**config.mk**
```make
export PLATFORM = sky130hd
export DESIGN_NAME = xor_flit_rx
export DESIGN_NICKNAME = d
export VERILOG_FILES = /design/src/rtl/xfr_pkg.sv /design/src/rtl/xfr_decode.sv /design/src/rtl/xfr_fifo.sv /design/src/rtl/xor_flit_rx.sv
export SDC_FILE = /design/constraint.sdc
export NUM_CORES = 1
export LEC_CHECK = 0
export ABC_AREA = 1
export BUFFER_PORTS_ARGS = -buffer_cell sky130_fd_sc_hd__buf_2
export CAP_MARGIN = 15
export CORE_ASPECT_RATIO = 1.2
export CORE_MARGIN = 2
export CORE_UTILIZATION = 45
export CTS_CLUSTER_DIAMETER = 100
export DETAILED_ROUTE_END_ITERATION = 7
export GPL_ROUTABILITY_DRIVEN = 0
export PLACE_DENSITY_LB_ADDON = 0.08
export RECOVER_POWER = 50
export SLEW_MARGIN = 20
export SYNTH_ARGS = -nofsm -noshare
export SYNTH_HDL_FRONTEND = slang
export SYNTH_HIERARCHICAL = 1
export SYNTH_SLANG_ARGS = --single-unit
```
**constraint.sdc**
```tcl
create_clock -name clk -period 3.3 [get_ports clk]
set_clock_uncertainty 0.05 [all_clocks]
set_input_delay 0.33 -clock clk [delete_from_list [all_inputs] [get_ports clk]]
set_output_delay 0.33 -clock clk [all_outputs]
set_load 0.02 [all_outputs]
```
**src/rtl/xfr_pkg.sv**
```systemverilog
package xfr_pkg;
  // number of flits written into the buffer in one cycle
  typedef enum logic [1:0] {
    PUSH_NONE = 2'd0,
    PUSH_ONE  = 2'd1,
    PUSH_TWO  = 2'd2
  } push_e;
endpackage

```
**src/rtl/xfr_decode.sv**
```systemverilog
module xfr_decode
  import xfr_pkg::*;
#(
  parameter int DATA_W = 64
) (
  input  logic              clk,
  input  logic              rst_n,
  input  logic              in_valid,
  input  logic              in_coded,
  input  logic [DATA_W-1:0] in_data,
  output push_e             push,
  output logic [DATA_W-1:0] word0,
  output logic [DATA_W-1:0] word1,
  output logic              pend
);
  logic              pend_q;
  logic [DATA_W-1:0] held_q;

  assign pend  = pend_q;
  assign word1 = in_data;

  always_comb begin
    push  = PUSH_NONE;
    word0 = in_data;
    if (in_valid) begin
      if (pend_q) begin
        word0 = held_q ^ in_data;
        push  = in_coded ? PUSH_ONE : PUSH_TWO;
      end else if (!in_coded) begin
        push = PUSH_ONE;
      end
    end
  end

  always_ff @(posedge clk or negedge rst_n) begin
    if (!rst_n) begin
      pend_q <= 1'b0;
      held_q <= '0;
    end else if (in_valid) begin
      pend_q <= in_coded;
      if (in_coded) held_q <= in_data;
    end
  end
endmodule

```
**src/rtl/xfr_fifo.sv**
```systemverilog
module xfr_fifo
  import xfr_pkg::*;
#(
  parameter int DATA_W = 64,
  parameter int DEPTH  = 4
) (
  input  logic                       clk,
  input  logic                       rst_n,
  input  push_e                      push,
  input  logic [DATA_W-1:0]          word0,
  input  logic [DATA_W-1:0]          word1,
  input  logic                       pop_ready,
  output logic                       head_valid,
  output logic [DATA_W-1:0]          head_data,
  output logic [$clog2(DEPTH+1)-1:0] fill,
  output logic                       space_two
);
  localparam int PTR_W = $clog2(DEPTH);
  localparam int CNT_W = $clog2(DEPTH+1);
  localparam logic [CNT_W-1:0] CREDIT_MAX = CNT_W'(DEPTH - 2);

  logic [DATA_W-1:0] mem [DEPTH];
  logic [PTR_W-1:0]  wr_ptr, rd_ptr;
  logic [CNT_W-1:0]  fill_q, n_push;
  logic [1:0]        push_raw;
  logic              pop;

  assign push_raw   = push;
  assign n_push     = CNT_W'(push_raw);
  assign head_valid = (fill_q != '0);
  assign head_data  = mem[rd_ptr];
  assign pop        = head_valid && pop_ready;
  assign fill       = fill_q;
  assign space_two  = (fill_q <= CREDIT_MAX);

  always_ff @(posedge clk) begin
    if (push != PUSH_NONE) mem[wr_ptr] <= word0;
    if (push == PUSH_TWO)  mem[PTR_W'(wr_ptr + 1'b1)] <= word1;
  end

  always_ff @(posedge clk or negedge rst_n) begin
    if (!rst_n) begin
      wr_ptr <= '0;
      rd_ptr <= '0;
      fill_q <= '0;
    end else begin
      wr_ptr <= PTR_W'(wr_ptr + n_push[PTR_W-1:0]);
      if (pop) rd_ptr <= PTR_W'(rd_ptr + 1'b1);
      fill_q <= fill_q + n_push - CNT_W'(pop);
    end
  end
endmodule

```
**src/rtl/xor_flit_rx.sv**
```systemverilog
module xor_flit_rx
  import xfr_pkg::*;
#(
  parameter int DATA_W = 64,
  parameter int DEPTH  = 4
) (
  input  logic              clk,
  input  logic              rst_n,
  input  logic              in_valid,
  input  logic              in_coded,
  input  logic [DATA_W-1:0] in_data,
  output logic              in_ready,
  output logic              out_valid,
  input  logic              out_ready,
  output logic [DATA_W-1:0] out_data
);
  localparam int CNT_W = $clog2(DEPTH+1);

  push_e                push;
  logic [DATA_W-1:0]    word0, word1;
  logic                 pend;
  logic [CNT_W-1:0]     fill;

  xfr_decode #(.DATA_W(DATA_W)) dec_i (
    .clk(clk), .rst_n(rst_n), .in_valid(in_valid), .in_coded(in_coded),
    .in_data(in_data), .push(push), .word0(word0), .word1(word1), .pend(pend)
  );

  xfr_fifo #(.DATA_W(DATA_W), .DEPTH(DEPTH)) buf_i (
    .clk(clk), .rst_n(rst_n), .push(push), .word0(word0), .word1(word1),
    .pop_ready(out_ready), .head_valid(out_valid), .head_data(out_data),
    .fill(fill), .space_two(in_ready)
  );
endmodule

```
Yosys cells after proc, flatten, opt, wreduce, memory -nomap -nowiden
Memories as Yosys holds them, arrays and structs flattened. Index checks and enable logic that the tools add are counted.

RAM bits: 256. Memories: 1. Word-level logic and storage cells: 28. Output and inout bits: 66. Input port bits: 69. Register bits: 72.

Equal/unequal tests: 1. Bitwise logic cells: 1. Magnitude comparators: 1. Add/subtract/negate cells: 5. Muxes and demuxes: 10. Reductions and logical operators: 4.

Memories: buf_i.mem (depth 4, bits a word 64, rd ports 1, clocked after Yosys merged registers in 0, wr ports 2, line xfr_fifo.sv:22) `logic [DATA_W-1:0] mem [DEPTH];`.

Operators with widths (count): 64-bit two-way mux (2); 64-bit XOR (1); 2-bit two-way mux (3); 1-bit two-way mux (5); 2-bit by 1-bit adder with 2-bit output, second input constant (2); 3-bit by 2-bit adder with 3-bit output (1); 3-bit by 2-bit less-or-equal comparator with 1-bit output, second input constant (1); 3-bit nonzero test (1); 3-bit by 1-bit subtractor with 3-bit output (1); 2-bit adder (1); 2-bit == test, second input constant (1); 2-bit AND reduction (1); 2-bit nonzero test (1); 1-bit logical AND (1).

Logic depth before layout (Yosys ltp)
Depth in word-level cells: 6. Gate-level depth with buffers: 13. Mapped depth without buffers: 10.

Hierarchy
The synthesis kept the hierarchy.

By module, submodules not included: xfr_fifo (sequential area each 7862.5 um^2, area each 13965.9 um^2, cells each 1724, instances 1); xfr_decode (sequential area each 1626.6 um^2, area each 4938.5 um^2, cells each 694, instances 1).

Worst setup path before layout
No wires, ideal clock.

Path kind: input port to flip-flop. From: input port in_valid. To: memory buf_i.mem[2][0] (enable). Stages: 12. Path buffers: 5. Library setup time: 0.424 ns. Slack: -0.044 ns. Required time: 2.826 ns. Data arrival time: 2.871 ns. Path through: buf_6 buf_6 buf_4 nand2_1 inv_1 inv_1 nand2_1 inv_2 nand2_1 buf_2 buf_2 nand2_1.

RTL lines: start: declaration (line xor_flit_rx.sv:9) `input logic in_valid,`; end: declaration (line xfr_fifo.sv:22).

==> results.md <==
- Hpwl dp: around 30000 um
- Pwr dens: 763 nW/um^2
- Die width: ~190 um
- Synth area leader: edfxtp_1
- Synth unique cells: 24
- # Post-CTS Setup Buffers: 0
- Max-Cap Viols: 2
- Net Count, Synth: 2493
- Clock Root Buffer: clkbuf_16
- Leakage: 9.71 nW
- Maximum clock path buffer count: 3
- Rel. slew slack: -0.0639
- Final hold violations: 0
- Mapped cell area: between 15000 and 20000 sq um
- Crit-path most repeated cell: nand2_1
- Syn Area/Cell: about 7.8 sq um
- Total CTS buffers: 37
- Die Y: roughly 230 um
- Crit-path cells: ha_1 -> nand2_1 -> inv_1 -> inv_1 -> nand2_1 -> nand2_1 -> nand2_2 -> clkbuf_1
- Routed Antenna Nets: 0
- Sum of negative setup slack: 0 ns
- First-pass GRT wire length: around 85000 um
- Setup slack after layout: 0.432 ns
- Worst Path Max Fanout: 28
- Core Rows: 82
- Design area: 20300 sq um
- H-tree levels: 2
- Core ar.: about 42000 sq um
- Crit share post-route: 0.869
- Worst slack, placed: 0.632 ns
- Initial DRT Pass Iterations: 5
- Max Freq: 0.349 GHz
- WP data required: approximately 3.4 ns
- Failing checks: capacitance limit, slew limit
- Via density: approximately 5.3
- DRC: 0
- Critical Path AT: between 2 and 3 ns
- IO Pins: around 140
- Grt total ovfl: 0
- CTS tree: yes
- Worst hold-check path type: in -> reg
- Largest net degree at the start of global routing: 143
- Vias: 15800
- Drt total wl: between 50000 and 60000 um
- DP Area: between 15000 and 20000 sq um
- Count leader, synth: nand2_1
- Port bufs: 134
- RSZ-0062 raised after global routing: no
- EDFF count, synth: ~260
- Type of origin of the critical path: flip-flop
- Initial DRC Count: 1158
- Wire per inst: 18.0 um
- Worst Max-Slew Pin Slew: 1.60 ns
- Status: finished with violations
- CP max-delay cell: nand2_2
- Worst-skew pair later-pin latency: ~0.53 ns
- Clock period minus worst slack: between 2 and 3 ns
- Vias in the first global route: 15200
- Nets: approximately 2500
- Critical path class: reg -> reg
- Ys async rst share: 0.220
- Antenna violations before repair: 5
- Final core occ: 0.487
- Area share of the largest cell type after synthesis: 0.407
- Critical Path Max Stage Delay: 0.75 ns
- Post-synth top cells: 994 x nand2_1, 260 x nand3_1, 256 x edfxtp_1, 207 x inv_1, 131 x nor2_1
- Setup violators final: 0
- GRT Resource Usage Total: 0.249
- Top_reg_cell synth: edfxtp_1
- Die outline area: 43700 sq um
- Top post-synthesis cells by area: edfxtp_1 41%, nand2_1 20%, dfrtp_1 9.5%
- Clock slew at reported path FFs: 0.06 ns
- Worst setup EP type: flip-flop
- Sequential share of the synthesized area: 0.502
- Layout area overhead: 7.29%
- Hold Buf Count CTS: 2
- Pins Over Slew Limit: 177
- YS warnings: 6
- CTS Sinks: roughly 330
- VDD IR max: 537 uV
- Post-Syn Instances: 2418
- Initial Utilization: 0.454
- Flops & latches, synth: between 300 and 400
- Share of post-route cells with drive strength above 1: 0.0951
- Resized cells post-CTS: 0
-- metrics by stage --
stage,std cells,hold slack [ns],total power [mW]
global placement,2916,0.411,11.7
detailed placement,2916,0.417,11.8
finish,2987,0.0624,15.5
CTS,2986,0.0349,15.7
global route,2987,0.0621,16.4
floorplan,2418,-0.0156,9.57
-- cell families (layout without fill, tap and decap cells) --
logic type	after synthesis	in the layout	share of synthesized area
AOI/OAI and AO/OA	194	194	0.0611
adders and majority gates	6	6	0.00437
buffers and inverters	436	458	0.117
DFF	328	328	0.502
other	0	1	0
and+or+nand+nor	1454	1454	0.316
-- final cells by class --
type	count	area (sq um)
Clock buffer	57	1090
Timing Repair Buffer	179	1090
Tap cell	546	683
Fill cell	4164	21400
Multi-Input combinational cell	1654	7070
Antenna cell	1	2.50
Clock inverter	11	55.1
Inverter	211	800
Sequential cell	328	9490
-- power breakdown --
group / switching (mW) / total [mW] / internal (mW)
Sequential: 0.266 / 5.55 / 5.29
Combinational: 4.38 / 5.93 / 1.55
Clock: 1.71 / 4.00 / 2.29
-- state kept, by name, summed over array words and instances, names as in the netlist --
name / count
buf_i/mem: 256
dec_i/held_q: 64
buf_i/fill: 3
buf_i/rd_ptr: 2
buf_i/wr_ptr: 2
dec_i/pend: 1
-- cell usage in the layout (no fill, tap or decap), types with 2 or more instances in the layout --
master         instances
buf_12                 9
buf_2                127
buf_4                 21
clkbuf_1              25
clkbuf_16             39
clkbuf_2               3
clkbuf_4               5
clkbuf_8               5
clkinv_1               5
clkinv_2               4
dfrtp_1               71
dlygate4sd3_1          2
edfxtp_1             256
ha_1                   5
inv_1                206
inv_2                  3
inv_6                  2
nand2_1              991
nand2_4                3
nand3_1              260
nand4_1               64
nor2_1               129
nor2_4                 4
o21ai_0              164
o21ai_1               27
o21ai_2                2
-- metal layers --
metal / vias to the layer above / part of all wire / global-route usage
met3: 104 / 0.056 / 0.0368
met2: 465 / 0.49 / 0.428
met5: - / 0.00052 / 0
met1: 7520 / 0.42 / 0.321
met4: 4 / 0.026 / 0.0829
li1: 7717 / - / -
-- path summary, 6_finish.rpt --
check | from | endpoint | cells past startpoint | slack (ns)
worst max-delay path | dec_i/pend$_DFFE_PN0P_ | buf_i/mem[0][27]$_DFFE_PP_ | 8 | 0.43
worst min-delay path | in_data[44] | dec_i/held_q[44]$_DFFE_PN0P_ | 3 | 0.06
worst max register to register | dec_i/pend$_DFFE_PN0P_ | buf_i/mem[0][27]$_DFFE_PP_ | 8 | 0.43
worst min register to register | dec_i/held_q[9]$_DFFE_PN0P_ | dec_i/held_q[9]$_DFFE_PN0P_ | 2 | 0.46
max in group asynchronous | rst_n | dec_i/held_q[31]$_DFFE_PN0P_ | 3 | 0.90
min in group asynchronous | rst_n | dec_i/held_q[48]$_DFFE_PN0P_ | 2 | 0.66
-- critical path: cells and delay by family (launching register included) --
family / cells / cell delay [ns]
buf+inv: 3 / 0.67
flops: 1 / 0.47
fa+ha+maj: 1 / 0.27
simple gates: 4 / 0.99
Note: power is estimated with default switching activity, not from simulation.
